--- src/rtl/reorder_queue.sv ---
module reorder_queue #(
  parameter int DEPTH  = 8,
  parameter int DATA_W = 32,
  parameter int AREG_W = 5,
  localparam int TAG_W = $clog2(DEPTH)
) (
  input  logic              clk,
  input  logic              rst_n,
  input  logic              alloc_valid,
  input  logic [AREG_W-1:0] alloc_dest,
  output logic              alloc_ready,
  output logic [TAG_W-1:0]  alloc_tag,
  input  logic              wb_valid,
  input  logic [TAG_W-1:0]  wb_tag,
  input  logic [DATA_W-1:0] wb_value,
  input  logic              wb_fault,
  input  logic [AREG_W-1:0] lookup_reg,
  output logic              lookup_pending,
  output logic [TAG_W-1:0]  lookup_tag,
  output logic [DATA_W-1:0] lookup_value,
  output logic              commit_valid,
  output logic [AREG_W-1:0] commit_reg,
  output logic [DATA_W-1:0] commit_value,
  output logic              handler_start
);
  localparam int NREG  = 1 << AREG_W;
  localparam int CNT_W = TAG_W + 1;
  localparam logic [TAG_W-1:0] LAST = TAG_W'(DEPTH - 1);

  logic [DEPTH-1:0]  busy, done, fault;
  logic [AREG_W-1:0] dest_q [DEPTH];
  logic [DATA_W-1:0] val_q  [DEPTH];
  logic [DATA_W-1:0] arf    [NREG];
  logic [TAG_W-1:0]  head, tail;
  logic [CNT_W-1:0]  count;
  logic              flush_q;

  wire head_ready = (count != '0) && done[head];
  wire do_retire  = head_ready && !fault[head] && !flush_q;
  wire do_trap    = head_ready &&  fault[head] && !flush_q;
  wire do_alloc   = alloc_valid && alloc_ready;
  wire do_wb      = wb_valid && !flush_q && busy[wb_tag];

  assign alloc_ready   = (count != CNT_W'(DEPTH)) && !flush_q;
  assign alloc_tag     = tail;
  assign commit_valid  = do_retire;
  assign commit_reg    = dest_q[head];
  assign commit_value  = val_q[head];
  assign handler_start = flush_q;

  always_ff @(posedge clk) begin
    if (!rst_n) begin
      head <= '0; tail <= '0; count <= '0; flush_q <= 1'b0;
      busy <= '0; done <= '0; fault <= '0;
    end else if (flush_q) begin
      head <= '0; tail <= '0; count <= '0; flush_q <= 1'b0;
      busy <= '0; done <= '0; fault <= '0;
    end else begin
      flush_q <= do_trap;
      if (do_alloc) begin
        busy[tail]  <= 1'b1;
        done[tail]  <= 1'b0;
        fault[tail] <= 1'b0;
        tail <= (tail == LAST) ? '0 : tail + 1'b1;
      end
      if (do_wb) begin
        done[wb_tag]  <= 1'b1;
        fault[wb_tag] <= wb_fault;
      end
      if (do_retire) begin
        busy[head] <= 1'b0;
        head <= (head == LAST) ? '0 : head + 1'b1;
      end
      count <= count + CNT_W'(do_alloc) - CNT_W'(do_retire);
    end
  end

  always_ff @(posedge clk) begin
    if (do_alloc) dest_q[tail] <= alloc_dest;
    if (do_wb)    val_q[wb_tag] <= wb_value;
  end

  always_ff @(posedge clk) begin
    if (!rst_n) begin
      for (int r = 0; r < NREG; r++) arf[r] <= '0;
    end else if (do_retire) begin
      arf[dest_q[head]] <= val_q[head];
    end
  end

  logic hit;
  always_comb begin
    hit = 1'b0;
    lookup_tag = '0;
    for (int i = 0; i < DEPTH; i++) begin
      int idx;
      idx = int'(head) + i;
      if (idx >= DEPTH) idx = idx - DEPTH;
      if (i < int'(count) && dest_q[idx] == lookup_reg) begin
        hit = 1'b1;
        lookup_tag = TAG_W'(idx);
      end
    end
  end
  assign lookup_pending = hit && !done[lookup_tag];
  assign lookup_value   = hit ? val_q[lookup_tag] : arf[lookup_reg];

  p_count_bound_r3: assert property (@(posedge clk) disable iff (!rst_n)
    count <= CNT_W'(DEPTH));
  p_full_refuses_r3: assert property (@(posedge clk) disable iff (!rst_n)
    (count == CNT_W'(DEPTH)) |-> !alloc_ready);
  p_retire_order_r4: assert property (@(posedge clk) disable iff (!rst_n)
    commit_valid |=> head == (($past(head) == LAST) ? '0 : $past(head) + 1'b1));
  p_wb_next_cycle_r5: assert property (@(posedge clk) disable iff (!rst_n)
    (wb_valid && wb_tag == head && !done[head]) |-> !commit_valid);
  p_trap_pulse_r8: assert property (@(posedge clk) disable iff (!rst_n)
    do_trap |=> (handler_start && !commit_valid));
  p_single_pulse_r8: assert property (@(posedge clk) disable iff (!rst_n)
    handler_start |=> (!handler_start && count == '0 && tail == '0));
  p_flush_blocks_r9: assert property (@(posedge clk) disable iff (!rst_n)
    handler_start |-> !alloc_ready);
endmodule

--- config.mk ---
export PLATFORM = sky130hd
export DESIGN_NAME = reorder_queue
export DESIGN_NICKNAME = d
export VERILOG_FILES = /design/src/rtl/reorder_queue.sv
export SDC_FILE = /design/constraint.sdc
export NUM_CORES = 2
export LEC_CHECK = 0
export ABC_AREA = 1
export CORE_MARGIN = 2
export CORE_UTILIZATION = 30
export CTS_CLUSTER_DIAMETER = 200
export DETAILED_ROUTE_END_ITERATION = 8
export HOLD_SLACK_MARGIN = 0.15
export PLACE_DENSITY = 0.45
export SLEW_MARGIN = 20
export SYNTH_ARGS = -nofsm -noshare
export SYNTH_HDL_FRONTEND = slang
export SYNTH_SLANG_ARGS = --single-unit
--- constraint.sdc ---
create_clock -name clk -period 4 [get_ports clk]
set_clock_uncertainty 0.05 [all_clocks]
set_input_delay 0.6 -clock clk [delete_from_list [all_inputs] [get_ports clk]]
set_output_delay 0.6 -clock clk [all_outputs]
set_load 0.01 [all_outputs]
==> impl_metrics.py <==
metrics = {
    "placed_design": {
        "dpl.hpwl_um": 151000,
        "port_buffers": 128,
        "placed_area_sq_mm": 0.0724,
        "globalplace.congestion": 0.905,
    },
    "final_layout": {
        "num-nets-final": 6954,
        "drive_gt1_share_pct": 15.3,
        "synthToLayoutAreaGrowth_pct": 24.1,
        "stdcell_area_sq_mm": 0.0793,
    },
    "detailed_routing": {
        "routed_wl_um": 248000,
        "ant_nets": 0,
        "dr.pass1.iters": 5,
        "drt_iter0_drc": 5655,
        "drc_errors": 0,
        "viasPerCell": 5.29,
        "wl_per_cell_um": 25.3,
        "vias": 52000,
    },
    "synthesis": {
        "synth.top_cells.by_count": "1,672 x nor2_1, 1,320 x edfxtp_1, 817 x o21ai_0",
        "yosysTopAreaCellShare_pct": 62.1,
        "synth_area_leaders": "edfxtp_1 62%, nor2_1 9.8%, o21ai_0 6.4%, nand2_1 4.4%, nand3_1 3.8%",
        "async_flop_share_pct": 0,
        "synth-edff-count": 1320,
        "postSynthNetCount": 6641,
        "synth.most_common_cell": "nor2_1",
        "synth-seq-area-share_pct": 63.3,
        "synth_top_area_cell": "edfxtp_1",
        "ys_warn_count": 0,
        "synth-seq-cells": 1358,
        "syn_area_sq_mm": 0.0639,
        "synth_ff_type": "edfxtp_1",
        "syn_inst": 6574,
        "synth.distinct_cells": 39,
        "syn_area_per_cell_sq_um": 9.71,
    },
    "power": {
        "p_leak_nw": 30.4,
        "p_total_w": 0.0374,
        "peakVddDrop_mv": 0.406,
        "power_density_mw_per_mm2": 472,
    },
    "floorplanning": {
        "start_util_pct": 30.1,
        "ios": 129,
        "rows": 169,
        "dieWidth_um": 465,
        "die_h_um": 465,
        "die-area_sq_mm": 0.217,
        "core_region_area_sq_mm": 0.212,
    },
    "critical_path": {
        "start_kind": "flip-flop",
        "slowest_delay_ps": 360,
        "worst_path_max_delay_cell": "dfxtp_4",
        "reg2reg_from": "head[0]$_SDFFE_PP0P_",
        "cp.arrival_ps": 4260,
        "startpoint": "head[1]$_SDFFE_PP0P_",
        "cp_max_fo": 6,
        "worstPathRequired_ps": 3350,
        "critPathKind": "reg2out",
        "endpoint_kind": "output pin",
    },
    "sta": {
        "rsz0062_at_grt": "yes",
        "hold_viol_final": 0,
        "fmax_mhz": 204,
        "slew_violations": 0,
        "worst_slack_ps": -911,
        "min_period_over_period_pct": 123,
        "post-route-min-period_ps": 4910,
        "hold_slack_ps": 417,
        "setup_viol_count_final": 36,
        "slew_headroom_pct": 33.2,
        "worst_pin_slew_ps": 1000,
    },
    "global_routing": {
        "grt_max_degree": 78,
        "overflow": 0,
        "grt_pass1_wl_um": 359000,
        "grt_pass1_vias": 50500,
        "antenna_found_initial": 6,
        "grt_usage_pct": 22.5,
    },
    "outcome": {
        "violations": "setup timing",
        "status": "finished, violations left",
    },
    "cts": {
        "tritoncts.num_buffers": 155,
        "clockBufferDepth": 3,
        "cts_tree": "done",
        "clock-sinks": 1358,
        "path_clk_slew_ps": 60,
        "h-tree-depth": 4,
        "clockRootBuffer": "clkbuf_16",
        "clock_latency_ps": 780,
    },
    "hold_path": {
        "min-delay-path-class": "reg2reg",
        "hp-start": "fault[6]$_SDFF_PP0_",
    },
    "flow_run": {
        "drv_cap": 0,
    },
}
[kinds of logic (layout without fill, tap and decap cells)]
group / after synthesis / count (layout) / synth area share, %
other: 0 / 2 / 0
adder cells (fa/ha/maj): 17 / 17 / 0.345
flip-flops: 1358 / 1358 / 63.3
buffers and inverters: 897 / 1326 / 5.62
XOR/XNOR: 10 / 10 / 0.149
AO/OA/AOI/OAI: 1350 / 1350 / 12.2
AND/OR/NAND/NOR: 2942 / 2943 / 18.4
[flip-flops by register name, indices dropped and copies added, names as in the netlist, named ones only]
signal and count:
head 3, busy 8, fault 8, count 4, arf 1024, done 8, alloc_tag 3, val_q 256
handler_start 1, dest_q 40
[layout by cell type, fill, tap and decap left out, types with 161 or more instances in the layout]
cell       synthesis  routed
buf_4             12     376
buf_12             0     176
o21ai_0          817     789
nand3_1          488     456
clkbuf_16          0     161
inv_1            311     295
nor2_1          1672    1661
nand2_1          746     638
o221ai_1         224     224
edfxtp_1        1320    1320
a21oi_1          177     173
[stage by stage]
stage               TNS (ps)  util (%)  setup WS [ps]  instances
floorplan                  0         -           2.00       6574
global placement      -22690      34.2           -780       9468
detailed placement    -23040      34.2           -778       9468
CTS                   -27100      37.3           -941       9820
global route          -37330      37.4          -1180       9825
finish                -27500      37.4           -911       9827
[worst max-delay path: cells and delay by family (launching register included)]
kind / cells / cell delay (ps)
simple gates: 18 / 1550
flops: 1 / 360
buf+inv: 9 / 1070
fa+ha+maj: 2 / 470
[final cells by class]
cell class	count	area, sq um
Multi-Input combinational cell	4320	20700
Sequential cell	1358	40400
Inverter	319	1240
Tap cell	2821	3530
Clock inverter	77	601
Clock buffer	197	4150
Antenna cell	2	5.00
Timing Repair Buffer	733	8660
Fill cell	21000	133000
[per-layer routing]
metal  part of all wire (%)  vias to the layer above  GRT usage [%]
met3                    7.0                      369           3.43
met2                     45                     2057           35.7
met4                    3.5                       10           7.64
li1                       -                    23500              -
met5                  0.026                        -              0
met1                     44                    26100           31.5
[report_power, final]
part	total, W	internal [W]	switching [W]
Sequential	0.0162	0.0160	0.000159
Combinational	0.00755	0.00281	0.00474
Clock	0.0137	0.00777	0.00590
[what timing repair did]
item                       in CTS  in global routing
cloned                         20                  1
pin swaps                      55                 13
hold buffers                    0                  0
setup endpoints to repair      69                 55
setup buffers                  58                  4
gates resized for setup       427                 50
[worst paths after layout]
kind	to	slack [ps]	cells after the start
setup / recovery	lookup_value[10]	-910	29
hold / removal	fault[6]$_SDFF_PP0_	420	2
setup reg to reg	arf[24][21]$_SDFFCE_PN0P_	540	13
hold reg to reg	fault[6]$_SDFF_PP0_	420	2
(Power assumes the default switching activity.)
